===== config.mk =====
export PLATFORM = sky130hd
export DESIGN_NAME = can_crc15_unit
export DESIGN_NICKNAME = d
export VERILOG_FILES = /design/src/rtl/can_crc_pkg.sv /design/src/rtl/crc15_step.sv /design/src/rtl/sat_counter.sv /design/src/rtl/can_crc15_unit.sv
export SDC_FILE = /design/constraint.sdc
export NUM_CORES = 1
export LEC_CHECK = 0
export BUFFER_PORTS_ARGS = -buffer_cell sky130_fd_sc_hd__buf_4
export CORE_AREA = 10 10 58 60
export DETAILED_ROUTE_END_ITERATION = 6
export DIE_AREA = 0 0 68 70
export PLACE_DENSITY = 0.73
export REMOVE_ABC_BUFFERS = 1
export SLEW_MARGIN = 0
export SYNTH_ARGS = -nofsm -noshare
export SYNTH_HDL_FRONTEND = slang
export SYNTH_SLANG_ARGS = --single-unit

===== constraint.sdc =====
create_clock -name clk -period 3.6 [get_ports clk]
set_input_delay 0.18 -clock clk [delete_from_list [all_inputs] [get_ports clk]]
set_output_delay 0.18 -clock clk [all_outputs]
set_load 0.01 [all_outputs]

===== src/rtl/can_crc_pkg.sv =====
package can_crc_pkg;
    localparam int                 CRC_W     = 15;
    localparam logic [CRC_W-1:0]   CRC_POLY  = 15'h4599;
    localparam int                 CNT_W_DEF = 7;

    typedef enum logic {
        MODE_GEN   = 1'b0,
        MODE_CHECK = 1'b1
    } crc_mode_e;
endpackage


===== src/rtl/crc15_step.sv =====
module crc15_step #(
    parameter int               W    = can_crc_pkg::CRC_W,
    parameter logic [W-1:0]     POLY = can_crc_pkg::CRC_POLY
) (
    input  logic [W-1:0] rem_i,
    input  logic         bit_i,
    output logic [W-1:0] rem_o
);
    logic feedback;
    assign feedback = bit_i ^ rem_i[W-1];

    // One shift-and-subtract step of the polynomial division, unrolled per bit.
    for (genvar g = 0; g < W; g++) begin : g_tap
        if (g == 0) begin : g_lsb
            assign rem_o[g] = feedback & POLY[g];
        end else begin : g_mid
            assign rem_o[g] = rem_i[g-1] ^ (feedback & POLY[g]);
        end
    end
endmodule


===== src/rtl/sat_counter.sv =====
module sat_counter #(
    parameter int W = can_crc_pkg::CNT_W_DEF
) (
    input  logic         clk,
    input  logic         rst_n,
    input  logic         clr_i,
    input  logic         inc_i,
    output logic [W-1:0] cnt_o
);
    localparam logic [W-1:0] CNT_MAX = {W{1'b1}};

    logic [W-1:0] cnt_d, cnt_q;

    always_comb begin
        cnt_d = cnt_q;
        if (clr_i) begin
            cnt_d = '0;
        end else if (inc_i && cnt_q != CNT_MAX) begin
            cnt_d = cnt_q + 1'b1;
        end
    end

    always_ff @(posedge clk or negedge rst_n) begin
        if (!rst_n) cnt_q <= '0;
        else        cnt_q <= cnt_d;
    end

    assign cnt_o = cnt_q;

    assert_cnt_clear_R1: assert property (@(posedge clk) disable iff (!rst_n)
        clr_i |=> cnt_q == '0);
    assert_cnt_step_R8: assert property (@(posedge clk) disable iff (!rst_n)
        (inc_i && !clr_i && cnt_q != CNT_MAX) |=> cnt_q == $past(cnt_q) + 1'b1);
    assert_cnt_saturate_R8: assert property (@(posedge clk) disable iff (!rst_n)
        (cnt_q == CNT_MAX && !clr_i) |=> cnt_q == CNT_MAX);
    assert_cnt_hold_R3: assert property (@(posedge clk) disable iff (!rst_n)
        (!inc_i && !clr_i) |=> $stable(cnt_q));
endmodule


===== src/rtl/can_crc15_unit.sv =====
module can_crc15_unit #(
    parameter int                          CRC_W = can_crc_pkg::CRC_W,
    parameter logic [CRC_W-1:0]            POLY  = can_crc_pkg::CRC_POLY,
    parameter int                          CNT_W = can_crc_pkg::CNT_W_DEF
) (
    input  logic             clk,
    input  logic             rst_n,
    input  logic             clear_i,
    input  logic             bit_valid_i,
    input  logic             bit_i,
    input  logic             check_mode_i,
    output logic [CRC_W-1:0] crc_o,
    output logic             crc_ok_o
);
    import can_crc_pkg::*;

    localparam logic [CNT_W-1:0] MIN_BITS = CNT_W'(CRC_W);

    typedef struct packed {
        logic [CRC_W-1:0] rem;
    } state_t;

    state_t           st_d, st_q;
    logic [CRC_W-1:0] rem_step;
    logic [CNT_W-1:0] bit_cnt;
    crc_mode_e        mode;

    assign mode = crc_mode_e'(check_mode_i);

    crc15_step #(.W(CRC_W), .POLY(POLY)) u_step (
        .rem_i (st_q.rem),
        .bit_i (bit_i),
        .rem_o (rem_step)
    );

    sat_counter #(.W(CNT_W)) u_cnt (
        .clk   (clk),
        .rst_n (rst_n),
        .clr_i (clear_i),
        .inc_i (bit_valid_i),
        .cnt_o (bit_cnt)
    );

    always_comb begin
        st_d = st_q;
        if (clear_i) begin
            st_d.rem = '0;
        end else if (bit_valid_i) begin
            st_d.rem = rem_step;
        end
    end

    always_ff @(posedge clk or negedge rst_n) begin
        if (!rst_n) st_q <= '0;
        else        st_q <= st_d;
    end

    assign crc_o    = st_q.rem;
    assign crc_ok_o = (mode == MODE_CHECK) && (st_q.rem == '0) && (bit_cnt > MIN_BITS);

    assert_clear_wins_R1: assert property (@(posedge clk) disable iff (!rst_n)
        clear_i |=> (crc_o == '0 && !crc_ok_o));
    assert_idle_hold_R3: assert property (@(posedge clk) disable iff (!rst_n)
        (!clear_i && !bit_valid_i) |=> $stable(crc_o));
    assert_shift_plain_R2: assert property (@(posedge clk) disable iff (!rst_n)
        (bit_valid_i && !clear_i && (bit_i == crc_o[CRC_W-1]))
        |=> crc_o == {$past(crc_o[CRC_W-2:0]), 1'b0});
    assert_shift_fold_R2: assert property (@(posedge clk) disable iff (!rst_n)
        (bit_valid_i && !clear_i && (bit_i != crc_o[CRC_W-1]))
        |=> crc_o == ({$past(crc_o[CRC_W-2:0]), 1'b0} ^ POLY));
    assert_gen_quiet_R7: assert property (@(posedge clk) disable iff (!rst_n)
        !check_mode_i |-> !crc_ok_o);
    assert_ok_zero_R5: assert property (@(posedge clk) disable iff (!rst_n)
        crc_ok_o |-> crc_o == '0);
endmodule


==> flow_summary_export.csv <==
group,metric,value,unit
outcome,status,"completed",
logic_synthesis,postSynthCellCount,127,
floorplanning,core_area,2342,µm²
logic_synthesis,ys_ff_latch,22,
timing,slew_headroom,61.04,%
setup_path,cp_max_fo,5,
clocking,clockRootBuffer,"clkbuf_4",
timing,min_period_over_period,48.80,%
logic_synthesis,ys_types,32,
layout,final_cell_mix,"dfrtp_1, buf_4, nor2_1",
drt,wl_met2,1254,µm
clocking,clk_latency,0.31,ns
grt,antenna_found_initial,0,
clocking,cts_buffer_depth,2,
grt,grt_max_degree,39,
logic_synthesis,synth.top_cells.by_area,"dfrtp_1, mux2i_1, nor2_1",
placed_design,dpl_cell_area,1350,µm²
setup_path,cp_slowest_cell,"dfrtp_1",
timing,tns,0,ns
pwr,cellPowerDensity,369.9,nW/µm²
floorplanning,dieArea,4760,µm²
clocking,cts_tree,"yes",
pwr,clkPwrFrac,27.0,%
timing,drv_slew,0,
floorplanning,die_h,70,µm
layout,drive_above_1_share,19.72,%
logic_synthesis,synth_top_cell_area_share,45.41,%
min_path,hold_class,"in2reg",
clocking,cts_buffers,3,
layout,nFillCells,218,
logic_synthesis,synth_area,1212,µm²
drt,routedWlPerCell,15.95,µm
setup_path,crit_chain,"nor4_1, nand4_1, a21oi_1, buf_4",
floorplanning,rows,18,
drt,post-route-drc-count,0,
layout,final_cell_area,1396,µm²
drt,top_layer,"met4",
pwr,comb_power_share,18.1,%
drt,wl,2743,µm
grt,grt_usage,11.86,%
logic_synthesis,synth_top_cell_by_area,"dfrtp_1",
timing,rsz0062_at_grt,"false",
timing,hold_viol,0,
timing,skew,0.005338,ns
placed_design,dp_hpwl,1827,µm
timing,tightest_slew,0.5802,ns
floorplanning,die_w,68,µm
drt,final_antenna_net_count,0,
setup_path,endpoint_kind,"output port",
drt,met3_length,106,µm
clocking,cts.htree.levels,1,
pwr,power_switching,149.7,µW
drt,drt-met1-wl,1365,µm
timing,setup_violations,0,
drt,drtPass1Iterations,4,
run,drv_cap,0,
clocking,cts_resized,0,
layout,final_common_cell,"dfrtp_1",
layout,n_antenna_cell,0,
logic_synthesis,ys_seq_area_share,45.41,%
pwr,seqPwrFrac,54.8,%
drt,vias,999,
placed_design,io_buffer_count,21,
setup_path,crit_type,"reg2out",
pwr,switching_share,28.97,%
grt,grt_pass1_wl,4602,µm
setup_path,start_kind,"flop",
timing,fmax,569.3,MHz
pwr,p_leak,0.6185,nW
logic_synthesis,ys_warn_count,0,
grt,grt_pass1_vias,969,
placed_design,gp_congestion,0.7874,
pwr,ir_drop,0.1905,mV
logic_synthesis,avgSynthCellArea,9.547,µm²
pwr,power.internal,366.9,µW
drt,drtIter0Drc,63,
grt,overflow,0,
setup_path,slowest_delay,0.45,ns
setup_path,crit_required,3.42,ns
clocking,cts.clk_slew.worst_paths,0.13,ns
timing,min_period,1.757,ns
floorplanning,io_pins,22,
clocking,cts.sinks,22,
setup_path,critical_path_arrival,1.58,ns
layout,nets,150,
layout,areaGrowthSynthToFinish,15.17,%
floorplanning,initial_utilization,51.76,%
drt,drt-vias-per-instance,5.808,
[repair_timing]
item | CTS | global route
setup buffers | 0 | 0
hold buffers | 1 | 0
endpoints found under the hold margin | 22 | 0
[layout make-up]
class,instances,area [µm²],share of cell area (%)
clock buffers,4,36.28,2.599
inverters,5,18.77,1.344
multi-input cells,89,585.6,41.94
flip-flops and latches,22,550.5,39.43
well taps,30,37.54,2.688
repair buffers,22,167.7,12.01
[stage by stage]
step / instances / power (mW) / hold slack, ns / util (%) / setup slack [ns]
2_1_floorplan: 116 / 0.3313 / -0.1156 / - / 2.299
6_report: 172 / 0.5165 / 0.2497 / 59.62 / 1.843
5_1_grt: 172 / 0.5444 / 0.2625 / 59.62 / 1.728
3_3_place_gp: 167 / 0.3771 / 0.08506 / 57.64 / 2.215
4_1_cts: 172 / 0.5207 / 0.2453 / 59.62 / 1.858
3_5_place_dp: 167 / 0.3817 / 0.09059 / 57.64 / 2.165
[power groups by stage]
| stage | Combinational [mW] | Clock, mW | Sequential (mW) |
|---|---|---|---|
| after floorplan | 0.0438 | 0 | 0.288 |
| after global placement | 0.0914 | 0 | 0.286 |
| after detailed placement | 0.0941 | 0 | 0.288 |
| after CTS | 0.0955 | 0.142 | 0.283 |
| after global routing | 0.107 | 0.151 | 0.286 |
| final | 0.0937 | 0.140 | 0.283 |
[state kept, by name, indices dropped and copies added, names as in the netlist]
register,flops
crc_o,15
u_cnt.cnt_o,7
[routing by layer]
layer,up-vias,global-route usage (%)
met5,-,0
met2,18,17.29
met1,477,16.49
li1,502,-
met4,0,4.027
met3,2,2.711
[cell usage after synthesis, drive strengths merged]
cell     n
nand2b   1
o211ai   2
o311ai   5
a31o     1
clkbuf   2
ha       1
a41oi    1
buf      9
nor3b    1
a211oi   4
nor3     4
dfrtp   22
xor2     2
nor2b    4
inv      5
nand4b   5
nand3    6
nor4b    1
mux2i    8
a21oi    5
xnor2    1
nor4     3
nor2    19
and3     1
nand4    5
a32oi    1
a31oi    3
nand2    3
and4     2
[cell families after synthesis]
group,Yosys count,synth area share [%]
adder cells (fa/ha/maj),1,1.032
AO/OA/AOI/OAI,22,13.52
buffers and inverters,16,6.295
AND/OR/NAND/NOR,55,24.97
multiplexers,8,6.605
XOR/XNOR,3,2.168
flip-flops,22,45.41
[worst paths after layout]
| path | startpoint | to | slack (ns) | cells past startpoint |
|---|---|---|---|---|
| setup / recovery | crc_o[9]$_DFFE_PN0P_ | crc_ok_o | 1.84 | 4 |
| hold / removal | clear_i | crc_o[6]$_DFFE_PN0P_ | 0.25 | 2 |
| setup reg to reg | u_cnt.cnt_o[0]$_DFFE_PN0P_ | u_cnt.cnt_o[3]$_DFFE_PN0P_ | 2.13 | 4 |
| hold reg to reg | u_cnt.cnt_o[6]$_DFFE_PN0P_ | u_cnt.cnt_o[6]$_DFFE_PN0P_ | 0.59 | 2 |
| max in group asynchronous | rst_n | crc_o[12]$_DFFE_PN0P_ | 3.10 | 2 |
| min in group asynchronous | rst_n | u_cnt.cnt_o[2]$_DFFE_PN0P_ | 0.27 | 2 |
[worst max-delay path, delay by kind of cell (launching register included)]
family	cells	cell delay [ns]
and+or+nand+nor	2	0.50
DFF	1	0.45
AOI/OAI and AO/OA	1	0.17
buffers and inverters	1	0.15
Power figures use the tool's default switching activity.
